--- src/rtl/dram_bank_pkg.sv ---
package dram_bank_pkg;
  typedef enum logic [3:0] {
    ST_IDLE,
    ST_T1,
    ST_T2,
    ST_T3,
    ST_T4,
    ST_RCAS,
    ST_RRAS_A,
    ST_RRAS_B,
    ST_RPRE
  } seq_state_e;
endpackage

--- src/rtl/dram_addr_map.sv ---
module dram_addr_map #(
  parameter int ADDR_W    = 24,
  parameter int MA_W      = 11,
  parameter int PS_W      = 2,
  parameter int ROW_LSB   = 1,
  parameter int COL_BASE  = 9,
  parameter int BANK_BASE = 17
) (
  input  logic [ADDR_W-1:1] addr_i,
  input  logic [PS_W-1:0]   ps_i,
  output logic [MA_W-1:0]   row_o,
  output logic [MA_W-1:0]   col_o,
  output logic              bank_o
);
  localparam int N_CODES = 1 << PS_W;

  logic [MA_W-1:0]    col_opt [N_CODES];
  logic [N_CODES-1:0] bank_opt;

  // one column window and one bank bit per size code
  for (genvar p = 0; p < N_CODES; p++) begin : g_code
    assign col_opt[p]  = addr_i[COL_BASE+p +: MA_W];
    assign bank_opt[p] = addr_i[BANK_BASE+2*p];
  end

  assign row_o  = addr_i[ROW_LSB +: MA_W];
  assign col_o  = col_opt[ps_i];
  assign bank_o = bank_opt[ps_i];
endmodule

--- src/rtl/dram_ref_pend.sv ---
module dram_ref_pend (
  input  logic clk_i,
  input  logic rst_ni,
  input  logic ref_req_i,
  input  logic sys_rst_i,
  input  logic freeze_i,
  input  logic start_i,
  output logic go_o
);
  logic pend_q;
  logic want;

  assign want = pend_q | ref_req_i;
  assign go_o = want & ~(sys_rst_i | freeze_i);

  always_ff @(posedge clk_i or negedge rst_ni) begin
    if (!rst_ni) pend_q <= 1'b0;
    else         pend_q <= want & ~start_i;
  end
endmodule

--- src/rtl/dram_seq.sv ---
module dram_seq
  import dram_bank_pkg::*;
(
  input  logic       clk_i,
  input  logic       rst_ni,
  input  logic       req_i,
  input  logic       ref_go_i,
  output seq_state_e state_o,
  output logic       acc_start_o,
  output logic       ref_start_o
);
  seq_state_e state_q, state_d;
  logic       held_q;
  seq_state_e pick_state;
  logic       pick_ref, pick_acc;

  // refresh wins over a new access at every decision point
  assign pick_ref   = ref_go_i;
  assign pick_acc   = ~ref_go_i & req_i;
  assign pick_state = pick_ref ? ST_RCAS : (pick_acc ? ST_T1 : ST_IDLE);

  always_comb begin
    state_d     = state_q;
    acc_start_o = 1'b0;
    ref_start_o = 1'b0;
    unique case (state_q)
      ST_IDLE, ST_T4: begin
        state_d     = pick_state;
        ref_start_o = pick_ref;
        acc_start_o = pick_acc;
      end
      ST_T1: begin
        if (ref_go_i) begin
          state_d     = ST_RCAS;
          ref_start_o = 1'b1;
        end else begin
          state_d = ST_T2;
        end
      end
      ST_T2:     state_d = ST_T3;
      ST_T3:     state_d = ST_T4;
      ST_RCAS:   state_d = ST_RRAS_A;
      ST_RRAS_A: state_d = ST_RRAS_B;
      ST_RRAS_B: state_d = ST_RPRE;
      ST_RPRE: begin
        if (held_q) begin
          state_d = ST_T1;
        end else begin
          state_d     = pick_state;
          ref_start_o = pick_ref;
          acc_start_o = pick_acc;
        end
      end
      default:   state_d = ST_IDLE;
    endcase
  end

  always_ff @(posedge clk_i or negedge rst_ni) begin
    if (!rst_ni) begin
      state_q <= ST_IDLE;
      held_q  <= 1'b0;
    end else begin
      state_q <= state_d;
      if (acc_start_o)          held_q <= 1'b1;
      else if (state_q == ST_T4) held_q <= 1'b0;
    end
  end

  assign state_o = state_q;
endmodule

--- src/rtl/dram_bank_ctl.sv ---
module dram_bank_ctl
  import dram_bank_pkg::*;
#(
  parameter int ADDR_W    = 24,
  parameter int MA_W      = 11,
  parameter int PS_W      = 2,
  parameter int BE_W      = 2,
  parameter int NBANK     = 2,
  parameter int COL_BASE  = 9,
  parameter int BANK_BASE = 17
) (
  input  logic              clk_i,
  input  logic              rst_ni,
  input  logic [PS_W-1:0]   page_size_i,
  input  logic              sys_rst_i,
  input  logic              freeze_i,
  input  logic              ref_req_i,
  output logic              ref_ack_o,
  input  logic              req_i,
  input  logic              we_i,
  input  logic [BE_W-1:0]   be_i,
  input  logic [ADDR_W-1:1] addr_i,
  output logic              ack_o,
  output logic [MA_W-1:0]   ma_o,
  output logic [NBANK-1:0]  ras_n_o,
  output logic              cas_n_o,
  output logic              oe_n_o,
  output logic [BE_W-1:0]   we_n_o
);
  seq_state_e        state;
  logic              acc_start, ref_start, ref_go;
  logic [ADDR_W-1:1] addr_q;
  logic              we_q;
  logic [BE_W-1:0]   be_q;
  logic [PS_W-1:0]   ps_q;
  logic [MA_W-1:0]   row, col;
  logic              bank;
  logic              in_acc_strobe, in_ref_ras;

  dram_ref_pend u_pend (
    .clk_i     (clk_i),
    .rst_ni    (rst_ni),
    .ref_req_i (ref_req_i),
    .sys_rst_i (sys_rst_i),
    .freeze_i  (freeze_i),
    .start_i   (ref_start),
    .go_o      (ref_go)
  );

  dram_seq u_seq (
    .clk_i       (clk_i),
    .rst_ni      (rst_ni),
    .req_i       (req_i),
    .ref_go_i    (ref_go),
    .state_o     (state),
    .acc_start_o (acc_start),
    .ref_start_o (ref_start)
  );

  // access attributes held for the whole cycle, including a refresh detour
  always_ff @(posedge clk_i or negedge rst_ni) begin
    if (!rst_ni) begin
      addr_q <= '0;
      we_q   <= 1'b0;
      be_q   <= '0;
      ps_q   <= '0;
    end else if (acc_start) begin
      addr_q <= addr_i;
      we_q   <= we_i;
      be_q   <= be_i;
      ps_q   <= page_size_i;
    end
  end

  dram_addr_map #(
    .ADDR_W    (ADDR_W),
    .MA_W      (MA_W),
    .PS_W      (PS_W),
    .ROW_LSB   (1),
    .COL_BASE  (COL_BASE),
    .BANK_BASE (BANK_BASE)
  ) u_map (
    .addr_i (addr_q),
    .ps_i   (ps_q),
    .row_o  (row),
    .col_o  (col),
    .bank_o (bank)
  );

  assign in_acc_strobe = (state == ST_T2) || (state == ST_T3);
  assign in_ref_ras    = (state == ST_RRAS_A) || (state == ST_RRAS_B);

  always_comb begin
    ras_n_o = '1;
    if (in_acc_strobe)   ras_n_o[bank] = 1'b0;
    else if (in_ref_ras) ras_n_o = '0;
  end

  assign cas_n_o   = ~((state == ST_T3) || (state == ST_RCAS) || in_ref_ras);
  assign oe_n_o    = ~(in_acc_strobe & ~we_q);
  assign we_n_o    = (in_acc_strobe & we_q) ? ~be_q : '1;
  assign ma_o      = in_acc_strobe ? col : row;
  assign ack_o     = (state == ST_T4);
  assign ref_ack_o = (state == ST_RPRE);
endmodule

--- config.mk ---
export PLATFORM = sky130hd
export DESIGN_NAME = dram_bank_ctl
export DESIGN_NICKNAME = d
export VERILOG_FILES = /design/src/rtl/dram_bank_pkg.sv /design/src/rtl/dram_addr_map.sv /design/src/rtl/dram_ref_pend.sv /design/src/rtl/dram_seq.sv /design/src/rtl/dram_bank_ctl.sv
export SDC_FILE = /design/constraint.sdc
export NUM_CORES = 1
export LEC_CHECK = 0
export BUFFER_PORTS_ARGS = -buffer_cell sky130_fd_sc_hd__buf_2
export CORE_MARGIN = 2
export CORE_UTILIZATION = 42
export DETAILED_ROUTE_END_ITERATION = 8
export PLACE_DENSITY = 0.74
export SKIP_CTS_REPAIR_TIMING = 1
export SYNTH_ARGS = -nofsm -noshare
export SYNTH_HDL_FRONTEND = slang
export SYNTH_SLANG_ARGS = --single-unit
--- constraint.sdc ---
create_clock -name clk_i -period 2.74 [get_ports clk_i]
set_input_delay 0.274 -clock clk_i [delete_from_list [all_inputs] [get_ports clk_i]]
set_output_delay 0.274 -clock clk_i [all_outputs]
set_load 0.05 [all_outputs]
# Word level (Yosys, flattened, before mapping)
# Cells that the tools add are included.
dict set report word_totals {
  register_bits 34
  inputBits 34
  output_inout_bits 19
  word_cells 66
}
dict set report classes {
  magnitude_cmp 4
  eq_ne 8
  mux 23
  bitwise_logic 16
  n_reduce_logical 8
}
# operator n
set op_table {}
lappend op_table {{two-way mux 11 bit} 3}
lappend op_table {{one-hot mux 4 bit (8 select lines)} 1}
lappend op_table {{binary-select mux 11 bit (select 2 bit)} 1}
lappend op_table {{== test 4 x 3 -> 1 bit, second input constant} 4}
lappend op_table {{== test 4 x 2 -> 1 bit, second input constant} 2}
lappend op_table {{two-way mux 1 bit} 8}
lappend op_table {{two-way mux 4 bit} 2}
lappend op_table {{two-way mux 2 bit} 3}
lappend op_table {{NOT 1 bit} 6}
lappend op_table {{bitwise AND 1 bit} 5}
lappend op_table {{== test 4 x 1 -> 1 bit, second input constant} 1}
lappend op_table {{== test 4 bit, second input constant} 1}
lappend op_table {{zero test 4 bit} 1}
lappend op_table {{logical OR 1 bit} 4}
lappend op_table {{NOT 2 bit} 2}
lappend op_table {{greater-or-equal comparator 3 bit, second input constant} 1}
lappend op_table {{< comparator 2 x 3 -> 1 bit, second input constant} 1}
lappend op_table {{two-way mux 3 bit} 1}
lappend op_table {{NOT 2 -> 3 bit} 1}
lappend op_table {{one-hot mux 1 bit (3 select lines)} 1}
lappend op_table {{binary-select mux 1 bit (select 2 bit)} 1}
lappend op_table {{< comparator 1 x 2 -> 1 bit, second input constant} 1}
lappend op_table {{OR 1 bit} 2}
lappend op_table {{one-hot mux 1 bit (2 select lines)} 1}
lappend op_table {{5 further kinds} 5}

# Depth between registers and ports, before layout
dict set report logic_depth {
  ltp_word 9
  depth_mapped 6
  ltp_nobuf 3
}

# Modules after synthesis
# Synthesis repeated with hierarchy kept, for this count alone.
dict set report unflattened {
  hier_cells 150
  hier_area_um2 2042.0
}
# module instances cells_each area_per_inst_um2 seq_area_each_um2
set modules_own_cells {}
lappend modules_own_cells {dram_bank_ctl 1 84 1281.2 700.7}
lappend modules_own_cells {dram_addr_map 1 25 390.4 0.0}
lappend modules_own_cells {dram_seq 1 37 325.3 125.1}
lappend modules_own_cells {dram_ref_pend 1 4 45.0 25.0}

# Least setup slack after synthesis
# Ideal clock, no wire load.
dict set report synth_path {
  path_kind {reg-to-reg}
  startpoint {register u_seq.state_q[1], in the netlist u_seq.state_o[1]}
  endpoint {register u_seq.held_q}
  setup_time_ps 214
  arrival_time_ps 2494
  required_ps 2526
  path_slack_ps 32
  stages_incl_launch_ff 4
  path_buffers 1
  period_less_slack_ps 2708
  cell_sequence {dfrtp_1 -> clkbuf_1 -> nor4b_1 -> o21ai_0}
}
dict set report synth_via {
  elab_chain_cells 4
  word_cells_on_any_way 7
  classes_between {eq/ne: 2; mux: 2; reduce/logical: 3}
}
# element line
set synth_rtl {}
lappend synth_rtl {{start, declared} dram_seq.sv:12} ;# seq_state_e state_q, state_d;
lappend synth_rtl {{start signal, assigned} dram_seq.sv:63} ;# state_q <= state_d;
lappend synth_rtl {{== test 4 x 3 -> 1 bit *} -}
lappend synth_rtl {{net ack_o} dram_bank_ctl.sv:23} ;# output logic ack_o,
lappend synth_rtl {{OR reduction 2 bit} dram_seq.sv:26} ;# unique case (state_q)
lappend synth_rtl {{one-hot mux 1 bit (2 select lines)} dram_seq.sv:26}
lappend synth_rtl {{two-way mux 1 bit or nonzero test 2 bit (tied branches)} -}
lappend synth_rtl {{end signal, assigned} dram_seq.sv:61} ;# held_q <= 1'b0;
lappend synth_rtl {{end signal, assigned} dram_seq.sv:64} ;# if (acc_start_o) held_q <= 1'b1;
lappend synth_rtl {{end signal, assigned} dram_seq.sv:65} ;# else if (state_q == ST_T4) held_q <= 1'b0;
lappend synth_rtl {{end, declared} dram_seq.sv:13} ;# logic held_q;
# Mark *: on every way through the listed nets, which the timed path passes. The rest lies on a longest branch.
# A chain may end at the register's enable or synchronous reset.

# Worst setup path in the final report
dict set report layout_path {
  startpoint {register u_seq.state_q[1], in the netlist u_seq.state_o[1]}
  endpoint {output port ma_o[5]}
}
dict set report layout_via {
  elab_chain_cells 3
  word_cells_on_any_way 4
  classes_between {eq/ne: 2; mux: 1; reduce/logical: 1}
}
# element line
set layout_rtl {}
lappend layout_rtl {{== test 4 x 2 -> 1 bit} dram_bank_ctl.sv:90} ;# assign in_acc_strobe = (state == ST_T2) || (state == ST_T3);
lappend layout_rtl {{logical OR 1 bit *} dram_bank_ctl.sv:90}
lappend layout_rtl {{two-way mux 11 bit *} dram_bank_ctl.sv:102} ;# assign ma_o = in_acc_strobe ? col : row;
lappend layout_rtl {{end, declared} dram_bank_ctl.sv:24} ;# output logic [MA_W-1:0] ma_o,
# Mark *: on every way between the ends. The rest lies on a longest branch, timed or not.

==> flow_summary.json <==
{
  "ios": 53,
  "worst_pin_slew_ns": 0.779,
  "netlist.top_cell.by_area": "dfrtp_1",
  "finalMaxSlewViolations": 0,
  "area_growth_pct": 19.4,
  "insertion_delay_ns": 0.28,
  "crit_type": "reg2out",
  "synth_area_per_cell_um2": 11.8,
  "slowest_stage": "or3b_1",
  "cts.clk_slew.worst_paths_ns": 0.07,
  "grt_usage_pct": 17.3,
  "setup_violations": 0,
  "first_iter_violations": 103,
  "hold_viol_final": 0,
  "antenna_left": 0,
  "gr-total-overflow": 0,
  "die_x_um": 71.6,
  "nFillCells": 409,
  "crit_fanout": 20,
  "ys_top_cells_by_area": "dfrtp_1 44%, mux2_2 17%, mux2_4 7.0%",
  "drtPass1Iterations": 4,
  "rsz0062_at_grt": "no",
  "fin_tns_setup_ns": 0,
  "grt_pass1_vias": 1471,
  "worst_setup_path_start_kind": "flop",
  "worstHoldPathType": "in2async",
  "port_buffers": 52,
  "antennaDiodeCount": 0,
  "cts_num_sinks": 34,
  "reg2reg_setup_slack_ns": 0.81,
  "fin_crit_ns": 2.41,
  "ys_seq_area_share_pct": 44.3,
  "end_kind": "primary output",
  "critPathTopFamily": "simple AND/OR/NAND/NOR gates",
  "avgRoutedWirePerCell_um": 15.0,
  "worstPathBufferInverterCount": 1,
  "yosys.cell_count.top_type": "dfrtp_1",
  "synth-main-ff-cell": "dfrtp_1",
  "async_flop_share_pct": 100,
  "maxCapViolations": 0,
  "multiInputGateArea_um2": 986,
  "syn_inst": 162,
  "cp.required_ns": 2.47,
  "yosys_warnings": 0,
  "synth_top_area_share_pct": 44.3,
  "drive_above_1_share_pct": 49.0,
  "nets": 243,
  "top_layer": "met4",
  "synth_edf_count": 0,
  "die_h_um": 71.6,
  "wirelength_mm": 3.93,
  "max_slew_margin_pct": 48.1,
  "drcViolationCount": 0,
  "fmax_ghz": 0.414,
  "routed-wl-met2_mm": 1.88,
  "dp_hpwl_mm": 2.80,
  "status": "finished clean",
  "cp.arrival_ns": 2.14,
  "synth.top_cells.by_count": "34 x dfrtp_1, 29 x mux2_2, 16 x nand2_1",
  "m1WireLength_mm": 1.74,
  "cts_tree": "done",
  "synth_cell_types": 38,
  "die_area_um2": 5130,
  "ff_latch_area_um2": 851,
  "antenna_found_initial": 0,
  "h-tree-depth": 2,
  "grt_max_degree": 35,
  "numCtsBuffers": 5,
  "via_per_inst": 5.38,
  "cts-root-buf": "clkbuf_8",
  "postSynthNetCount": 196,
  "rows": 24,
  "dr_total_vias": 1410,
  "initial_core_util_pct": 43.8,
  "clock_skew_ns": 0.00785,
  "synth.cell_area_um2": 1920,
  "route.met3.wl_um": 276,
  "routabilityCongestion": 0.817,
  "ys_seq_elements": 34,
  "crit_path_max_incr_delay_ns": 0.65,
  "cts_buffer_depth": 2,
  "core_um2": 4380,
  "grt_pass1_wl_mm": 6.89,
  "path_cells": "or3b_1 > o21ai_0 > buf_2",
  "min_period_over_period_pct": 88.1
}
-- final timing paths --
kind | cells after the start | endpoint | from
worst min register to register | 1 | u_pend.pend_q$_DFF_PN0_ | u_pend.pend_q$_DFF_PN0_
min in group clk_i | 2 | addr_q[1]$_DFFE_PN0P_ | addr_i[1]
max in group asynchronous | 1 | addr_q[16]$_DFFE_PN0P_ | rst_ni
worst min-delay path | 1 | u_seq.state_o[0]$_DFF_PN0_ | rst_ni
worst max register to register | 4 | addr_q[23]$_DFFE_PN0P_ | u_seq.state_o[2]$_DFF_PN0_
worst max-delay path | 3 | ma_o[5] | u_seq.state_o[1]$_DFF_PN0_
-- final cells by class --
class | count | area share (%)
Sequential cell | 34 | 37.1
Inverter | 3 | 0.492
Multi-Input combinational cell | 112 | 43.0
Clock buffer | 8 | 4.81
Tap cell | 52 | 2.84
Timing Repair Buffer | 53 | 11.7
-- layout by cell type (no fill, tap or decap), types with 2 or more instances in the layout --
cell type	n
inv_1	3
a21oi_1	2
nor2_1	4
mux2i_1	9
mux4_2	3
nor4b_1	3
nand2b_1	2
clkbuf_8	8
buf_2	52
mux2_4	9
nand2_1	16
mux2_2	29
o21ai_1	2
nand3_1	2
o21ai_0	12
dfrtp_1	34
-- registers in the layout (all words and copies together), names as in the netlist --
signal / count
addr_q: 23
be_q: 2
ps_q: 2
u_pend.pend_q: 1
u_seq.held_q: 1
u_seq.state_o: 4
we_q: 1
-- worst reg2reg max path, delay by kind of cell, from the launching register on --
kind	cells	cell delay [ns]
buf+inv	1	0.40
mux	1	0.40
compound gates	2	0.40
flops	1	0.61
-- routing by layer --
metal | GRT usage (%) | vias to the layer above
li1 | - | 679
met1 | 22.7 | 680
met2 | 27.8 | 47
met3 | 5.63 | 4
met4 | 4.61 | 0
met5 | 0 | -
-- kinds of logic (layout without fill, tap and decap cells) --
logic type,Yosys count,after routing,synth area share (%)
buf+inv,16,64,4.89
simple gates,35,35,9.39
compound gates,26,26,8.67
flops,34,34,44.3
xor+xnor,1,1,0.456
mux,50,50,32.3
-- per-stage QoR --
step	hold slack, ns	utilization [%]	cells	cell area (um2)	setup slack [ns]
after floorplan	-0.0216	-	162	1920	0.0322
after global placement	0.393	49.7	254	2180	0.638
after detailed placement	0.410	49.7	254	2180	0.667
after CTS	0.0957	52.3	262	2290	0.327
after global routing	0.122	52.3	262	2290	0.188
final	0.0620	52.3	262	2290	0.326
Power is left out: the tool's default activity adds up to more than one toggle a clock period on the data nets, which glitch-free logic cannot reach.
